===== src/rtl/bmirq_pkg.sv =====
package bmirq_pkg;
    typedef enum logic {CH_IDLE, CH_RUN} ch_state_t;
    typedef enum logic {LN_LOW, LN_HIGH} line_state_t;

    localparam int OFS_W = 3;
    localparam logic [OFS_W-1:0] OFS_CMD  = 3'd0;
    localparam logic [OFS_W-1:0] OFS_STAT = 3'd2;
    localparam logic [OFS_W-1:0] OFS_PTR  = 3'd4;
    localparam logic [OFS_W-1:0] OFS_SEL  = 3'd6;
    localparam logic [OFS_W-1:0] OFS_DEV  = 3'd7;

    localparam int CMD_RUN_BIT  = 0;
    localparam int CMD_DIR_BIT  = 3;
    localparam int ST_ACT_BIT   = 0;
    localparam int ST_ERR_BIT   = 1;
    localparam int ST_INT_BIT   = 2;
    localparam int ST_CAP0_BIT  = 5;
    localparam int ST_CAP1_BIT  = 6;
endpackage


===== src/rtl/bm_channel.sv =====
module bm_channel
    import bmirq_pkg::*;
#(
    parameter int DATA_W = 32,
    parameter int PTR_W  = 32,
    parameter int CH_IDX = 0,
    parameter logic [3:0] DEV_PRESENT = 4'b0111
) (
    input  logic              clk,
    input  logic              rst_n,
    input  logic              wr_en,
    input  logic [OFS_W-1:0]  addr,
    input  logic [DATA_W-1:0] wdata,
    input  logic              done,
    input  logic              post,
    input  logic              clr,
    input  logic [15:0]       dev_bytes,
    output logic [DATA_W-1:0] rdata,
    output logic              start_stb,
    output logic              abort_stb,
    output logic              stb_slot,
    output logic [PTR_W-1:0]  ptr
);
    localparam logic [1:0] SLOT_FITTED = DEV_PRESENT[2*CH_IDX +: 2];

    ch_state_t         state_q, state_d;
    logic              dir_q, err_q, int_q, cap0_q, cap1_q, sel_q;
    logic [PTR_W-1:0]  ptr_q;
    logic              start_d, abort_d, err_set;
    logic              cmd_wr, stat_wr, toggle, sel_ok;

    assign sel_ok  = SLOT_FITTED[sel_q];
    assign cmd_wr  = wr_en && (addr == OFS_CMD);
    assign stat_wr = wr_en && (addr == OFS_STAT);
    assign toggle  = cmd_wr && (wdata[CMD_RUN_BIT] != (state_q == CH_RUN));

    // next state
    always_comb begin
        state_d = state_q;
        unique case (state_q)
            CH_IDLE: if (!done && toggle && sel_ok) state_d = CH_RUN;
            CH_RUN:  if (done) state_d = CH_IDLE;
                     else if (toggle && sel_ok) state_d = CH_IDLE;
        endcase
    end

    // outputs of the transition
    always_comb begin
        start_d = (state_q == CH_IDLE) && (state_d == CH_RUN);
        abort_d = (state_q == CH_RUN) && (state_d == CH_IDLE) && !done;
        err_set = toggle && !sel_ok && !done;
    end

    always_ff @(posedge clk or negedge rst_n) begin
        if (!rst_n) begin
            state_q   <= CH_IDLE;
            start_stb <= 1'b0;
            abort_stb <= 1'b0;
            stb_slot  <= 1'b0;
        end else begin
            state_q   <= state_d;
            start_stb <= start_d;
            abort_stb <= abort_d;
            if (start_d || abort_d) stb_slot <= sel_q;
        end
    end

    always_ff @(posedge clk or negedge rst_n) begin
        if (!rst_n) begin
            dir_q  <= 1'b0;
            err_q  <= 1'b0;
            int_q  <= 1'b0;
            cap0_q <= 1'b1;
            cap1_q <= 1'b0;
            sel_q  <= 1'b0;
            ptr_q  <= '0;
        end else begin
            int_q <= post | done | (int_q & ~clr);
            if (cmd_wr) dir_q <= wdata[CMD_DIR_BIT];
            if (err_set) err_q <= 1'b1;
            else if (stat_wr && wdata[ST_ERR_BIT]) err_q <= 1'b0;
            if (stat_wr) begin
                cap0_q <= wdata[ST_CAP0_BIT];
                cap1_q <= wdata[ST_CAP1_BIT];
            end
            if (wr_en && addr == OFS_PTR) ptr_q <= PTR_W'(wdata);
            if (wr_en && addr == OFS_SEL) sel_q <= wdata[0];
        end
    end

    always_comb begin
        rdata = '0;
        case (addr)
            OFS_CMD: begin
                rdata[CMD_RUN_BIT] = (state_q == CH_RUN);
                rdata[CMD_DIR_BIT] = dir_q;
            end
            OFS_STAT: begin
                rdata[ST_ACT_BIT]  = (state_q == CH_RUN);
                rdata[ST_ERR_BIT]  = err_q;
                rdata[ST_INT_BIT]  = int_q;
                rdata[ST_CAP0_BIT] = cap0_q;
                rdata[ST_CAP1_BIT] = cap1_q;
            end
            OFS_PTR: rdata = DATA_W'(ptr_q);
            OFS_SEL: rdata[0] = sel_q;
            OFS_DEV: if (sel_ok) rdata[7:0] = dev_bytes[8*sel_q +: 8];
            default: rdata = '0;
        endcase
    end

    assign ptr = ptr_q;

    assert_start_active_R5: assert property (@(posedge clk) disable iff (!rst_n)
        start_stb |-> (state_q == CH_RUN));
    assert_abort_idle_R6: assert property (@(posedge clk) disable iff (!rst_n)
        abort_stb |-> (state_q == CH_IDLE));
    assert_done_stops_R4: assert property (@(posedge clk) disable iff (!rst_n)
        done |=> (state_q == CH_IDLE && !start_stb));
    assert_empty_no_strobe_R7: assert property (@(posedge clk) disable iff (!rst_n)
        (toggle && !sel_ok) |=> (!start_stb && !abort_stb && $stable(state_q)));
    assert_post_sets_int_R2: assert property (@(posedge clk) disable iff (!rst_n)
        post |=> int_q);
endmodule


===== src/rtl/irq_merge.sv =====
module irq_merge
    import bmirq_pkg::*;
#(
    parameter int N_CH = 2
) (
    input  logic            clk,
    input  logic            rst_n,
    input  logic [N_CH-1:0] post,
    input  logic [N_CH-1:0] clr,
    output logic            irq_o
);
    logic [N_CH-1:0] pend_q, pend_d;
    line_state_t     line_q, line_d;

    assign pend_d = post | (pend_q & ~clr);

    always_comb begin
        line_d = line_q;
        unique case (line_q)
            LN_LOW:  if (|post) line_d = LN_HIGH;
            LN_HIGH: if ((|clr) && !(|pend_d)) line_d = LN_LOW;
        endcase
    end

    always_ff @(posedge clk or negedge rst_n) begin
        if (!rst_n) begin
            pend_q <= '0;
            line_q <= LN_LOW;
        end else begin
            pend_q <= pend_d;
            line_q <= line_d;
        end
    end

    assign irq_o = (line_q == LN_HIGH);

    assert_post_clr_apart_R2: assert property (@(posedge clk) disable iff (!rst_n)
        (post & clr) == '0);
    assert_post_raises_R2: assert property (@(posedge clk) disable iff (!rst_n)
        (|post) |=> irq_o);
    assert_clear0_keeps_R3: assert property (@(posedge clk) disable iff (!rst_n)
        (clr[0] && pend_q[1] && !clr[1]) |=> irq_o);
    assert_clear1_keeps_R3: assert property (@(posedge clk) disable iff (!rst_n)
        (clr[1] && pend_q[0] && !clr[0]) |=> irq_o);
    assert_quiet_low_R3: assert property (@(posedge clk) disable iff (!rst_n)
        (pend_q == '0 && post == '0) |=> !irq_o);
endmodule


===== src/rtl/dual_bm_irq.sv =====
module dual_bm_irq
    import bmirq_pkg::*;
#(
    parameter int DATA_W = 32,
    parameter int PTR_W  = 32,
    parameter logic [3:0] DEV_PRESENT = 4'b0111
) (
    input  logic                clk,
    input  logic                rst_n,
    input  logic                reg_wr,
    input  logic                reg_ch,
    input  logic [OFS_W-1:0]    reg_addr,
    input  logic [DATA_W-1:0]   reg_wdata,
    output logic [DATA_W-1:0]   reg_rdata,
    input  logic [31:0]         dev_rdata,
    input  logic [1:0]          irq_post,
    input  logic [1:0]          irq_clr,
    input  logic [1:0]          dma_done,
    output logic                irq_o,
    output logic [1:0]          dma_start,
    output logic [1:0]          dma_abort,
    output logic [3:0]          dma_dev,
    output logic [2*PTR_W-1:0]  desc_ptr
);
    localparam int N_CH = 2;

    logic [DATA_W-1:0] ch_rdata [N_CH];
    logic [N_CH-1:0]   ch_slot;

    for (genvar c = 0; c < N_CH; c++) begin : g_ch
        bm_channel #(
            .DATA_W(DATA_W), .PTR_W(PTR_W), .CH_IDX(c), .DEV_PRESENT(DEV_PRESENT)
        ) u_ch (
            .clk       (clk),
            .rst_n     (rst_n),
            .wr_en     (reg_wr && (reg_ch == 1'(c))),
            .addr      (reg_addr),
            .wdata     (reg_wdata),
            .done      (dma_done[c]),
            .post      (irq_post[c]),
            .clr       (irq_clr[c]),
            .dev_bytes (dev_rdata[16*c +: 16]),
            .rdata     (ch_rdata[c]),
            .start_stb (dma_start[c]),
            .abort_stb (dma_abort[c]),
            .stb_slot  (ch_slot[c]),
            .ptr       (desc_ptr[PTR_W*c +: PTR_W])
        );
        assign dma_dev[2*c +: 2] = {1'(c), ch_slot[c]};
    end

    assign reg_rdata = ch_rdata[reg_ch];

    irq_merge #(.N_CH(N_CH)) u_merge (
        .clk   (clk),
        .rst_n (rst_n),
        .post  (irq_post),
        .clr   (irq_clr),
        .irq_o (irq_o)
    );
endmodule


===== config.mk =====
export PLATFORM = sky130hd
export DESIGN_NAME = dual_bm_irq
export DESIGN_NICKNAME = d
export VERILOG_FILES = /design/src/rtl/bmirq_pkg.sv /design/src/rtl/bm_channel.sv /design/src/rtl/irq_merge.sv /design/src/rtl/dual_bm_irq.sv
export SDC_FILE = /design/constraint.sdc
export NUM_CORES = 1
export LEC_CHECK = 0
export BUFFER_PORTS_ARGS = -buffer_cell sky130_fd_sc_hd__buf_2
export CORE_MARGIN = 4
export CORE_UTILIZATION = 40
export CTS_BUF_LIST = sky130_fd_sc_hd__clkbuf_16
export DETAILED_ROUTE_END_ITERATION = 7
export GPL_ROUTABILITY_DRIVEN = 0
export PLACE_DENSITY = 0.79
export SLEW_MARGIN = 20
export SYNTH_ARGS = -nofsm -noshare
export SYNTH_HDL_FRONTEND = slang
export SYNTH_SLANG_ARGS = --single-unit

===== constraint.sdc =====
create_clock -name clk -period 1.3 [get_ports clk]
set_clock_uncertainty 0.1 [all_clocks]
set_input_delay 0.13 -clock clk [delete_from_list [all_inputs] [get_ports clk]]
set_output_delay 0.13 -clock clk [all_outputs]
set_load 0.005 [all_outputs]

==> flow_summary_export.csv <==
group,metric,value,unit
outcome,status,"complete, but fails checks",
outcome,violations,"setup timing",
hold_path,hold_path_end,"g_ch[1].u_ch.int_q$_DFF_PN0_",
final_layout,area_growth,54.4,%
timing,post-route-worst-setup-slack,-556,ps
global_routing,grtUsageMet2,36.9,%
synthesis,synth.area.top_cells,"dfrtp_1, mux2_2, mux2_4",
timing,min_period_over_period,143,%
route,routed_wirelength,14.2,mm
hold_path,min-delay-start,"irq_clr[1]",
global_routing,antenna_found_initial,0,
global_routing,first_global_vias,4128,
timing,holdWs,19.7,ps
synthesis,synth_top_family_by_area,"multiplexers",
die,io_pins,182,
timing,grt_setup_unrepaired,"true",
critical_path,end_kind,"output port",
critical_path,r2r_cells,3,
synthesis,ys_seq_area_share,49.0,%
route,vias,3895,
route,viasPerCell,5.13,
die,die-area,0.0127,sq mm
synthesis,synth_edf_count,0,
die,rows,38,
synthesis,synthXorXnorAreaFrac,0.796,%
clocking,htreeDepth,3,
final_layout,mostFrequentLayoutCells,"buf_2, dfrtp_1, buf_4",
final_layout,fin_area,0.00679,sq mm
clocking,cts_root_buf,"clkbuf_16",
job,drv_cap,0,
final_layout,final_layout_size_suffix_gt1_share,60.7,%
critical_path,worst_setup_path_start_kind,"register",
final_layout,layout.nets,691,
critical_path,crit_arrival,1630,ps
clocking,cts_tree,"done",
critical_path,r2r_slack,-20,ps
route,drtAntennaViolNets,0,
timing,timing.fmax,0.539,GHz
synthesis,netlist_instances,349,
placement,hpwl,9.07,mm
critical_path,r2r-start,"g_ch[0].u_ch.state_q$_DFF_PN0_",
timing,slew_violations,0,
critical_path,worstPathRequired,1070,ps
die,die_h,113,um
die,die_w,113,um
synthesis,synth_fa_ha_area_share,0,%
global_routing,globalRouteOverflowTotal,0,
clocking,clk-insertion-delay-late,330,ps
synthesis,netlist_area,0.00440,sq mm
global_routing,global_route.usage.met3,5.40,%
global_routing,grt_max_degree,44,
placement,portBuffers,171,
global_routing,grtUsageTotal,21.5,%
route,drt_pre_antenna_iters,4,
final_layout,largest_reg_flops,64,
synthesis,ys_types,48,
critical_path,worst-setup-path-type,"register to output port",
timing,final-setup-viol-count,16,
synthesis,synth-seq-cells,86,
synthesis,synth_mux_area_share,30.2,%
critical_path,path_max_fanout,7,
final_layout,diodes,0,
route,drt_iter0_markers,229,
route,post_drt_wl_per_cell,18.7,um
synthesis,synth-compound-area-share,6.51,%
synthesis,yosysWarningCount,0,
synthesis,async_flop_share,100,%
final_layout,final_common_cell,"buf_2",
die,core_area,0.0108,sq mm
synthesis,synthSimpleGateAreaFrac,8.30,%
global_routing,use_met1,27.2,%
die,initial_core_util,40.8,%
power,vdd_drop_max,0.864,mV
synthesis,syn-num-nets,426,
timing,hold_viol,0,
critical_path,r2r-end,"g_ch[0].u_ch.stb_slot$_DFFE_PN0P_",
clocking,clkTransAtPathRegs,60,ps
clocking,numCtsBuffers,9,
synthesis,synth_area_leader_cell,"dfrtp_1",
hold_path,worstHoldPathType,"input port to register",
power,leakagePower,3.44,nW
clocking,clock_path_buffers,2,
synthesis,synth_top_area_share,47.8,%
route,drc,0,
synthesis,avgSynthCellArea,12.6,sq um
timing,min_period,1860,ps
global_routing,grt_first_pass_wirelength,21.8,mm
global_routing,grt.busiest_layer,"met2",
placement,place_area,0.00566,sq mm
hold_path,holdPathStages,3,
power,powerDensity,1340,mW/mm^2
clocking,cts_sinks,86,
synthesis,synth_ff_type,"dfrtp_1",
==> what timing repair did <==
action	in CTS	in global routing
cloned	0	3
hold endpoints to repair	160	0
hold buffers	36	0
endpoints found under the setup margin	24	37
setup buffers	17	14
pin swaps	8	11
gates resized for setup	15	30
==> power breakdown <==
part	internal, mW	switching, mW
Combinational	1.75	1.09
Sequential	3.23	0.438
Clock	1.50	1.10
==> worst max-delay path: stages, from the launching register on <==
cell and delay [ps]:
dfrtp_1 400, and4b_2 330, buf_12 140, a22oi_2 60
a211oi_2 210, buf_2 150
==> logic make-up after synthesis <==
logic type / after synthesis
muxes: 112
DFF: 86
and+or+nand+nor: 70
AOI/OAI and AO/OA: 39
buffers and inverters: 36
xor gates and xnor gates: 4
other: 2
==> synth_stat cells, types with 4 or more instances <==
master / n
a211oi_1: 5
buf_2: 13
a22oi_1: 7
mux2i_1: 37
dfrtp_1: 84
clkbuf_1: 5
nor2_1: 35
mux2_4: 30
mux2_2: 45
nand2_1: 13
inv_1: 4
a21oi_1: 7
buf_6: 5
buf_4: 9
==> stage by stage <==
step | power, mW | TNS, ps | utilization (%) | instances | setup WS, ps
6_report | 9.10 | -4350 | 62.9 | 759 | -556
5_1_grt | 9.54 | -5990 | 62.9 | 759 | -625
4_1_cts | 8.81 | -4190 | 60.3 | 743 | -550
3_5_place_dp | 5.88 | -18910 | 52.5 | 674 | -308
3_3_place_gp | 5.80 | -16130 | 52.5 | 674 | -274
2_1_floorplan | 4.74 | -5140 | - | 349 | -174
==> layer usage <==
metal / up-vias / wire length, um
met5: - / 0
met4: 0 / 228
met3: 20 / 933
met2: 167 / 7130
met1: 1944 / 5940
li1: 1764 / -
==> layout make-up <==
| type | instances | area [sq um] |
|---|---|---|
| fillers | 795 | 4000 |
| multi-input cells | 227 | 2180 |
| well taps | 140 | 175 |
| clock buffers | 9 | 225 |
| flip-flops and latches | 86 | 2160 |
| inverters | 4 | 15.0 |
| clock inverters | 7 | 72.6 |
| repair buffers | 286 | 1970 |
==> worst max path at each step <==
stage | from | to | slack (ps) | cells past startpoint
floorplan | reg_addr[0] | g_ch[0].u_ch.stb_slot$_DFFE_PN0P_ | -170 | 5
global placement | reg_addr[2] | g_ch[1].u_ch.ptr[14]$_DFFE_PN0P_ | -270 | 5
detailed placement | reg_addr[2] | g_ch[1].u_ch.ptr[21]$_DFFE_PN0P_ | -310 | 5
CTS | g_ch[0].u_ch.sel_q$_DFFE_PN0P_ | reg_rdata[0] | -550 | 5
global route | g_ch[1].u_ch.sel_q$_DFFE_PN0P_ | reg_rdata[2] | -630 | 5
finish | g_ch[1].u_ch.sel_q$_DFFE_PN0P_ | reg_rdata[2] | -560 | 5
(Power assumes the default switching activity.)
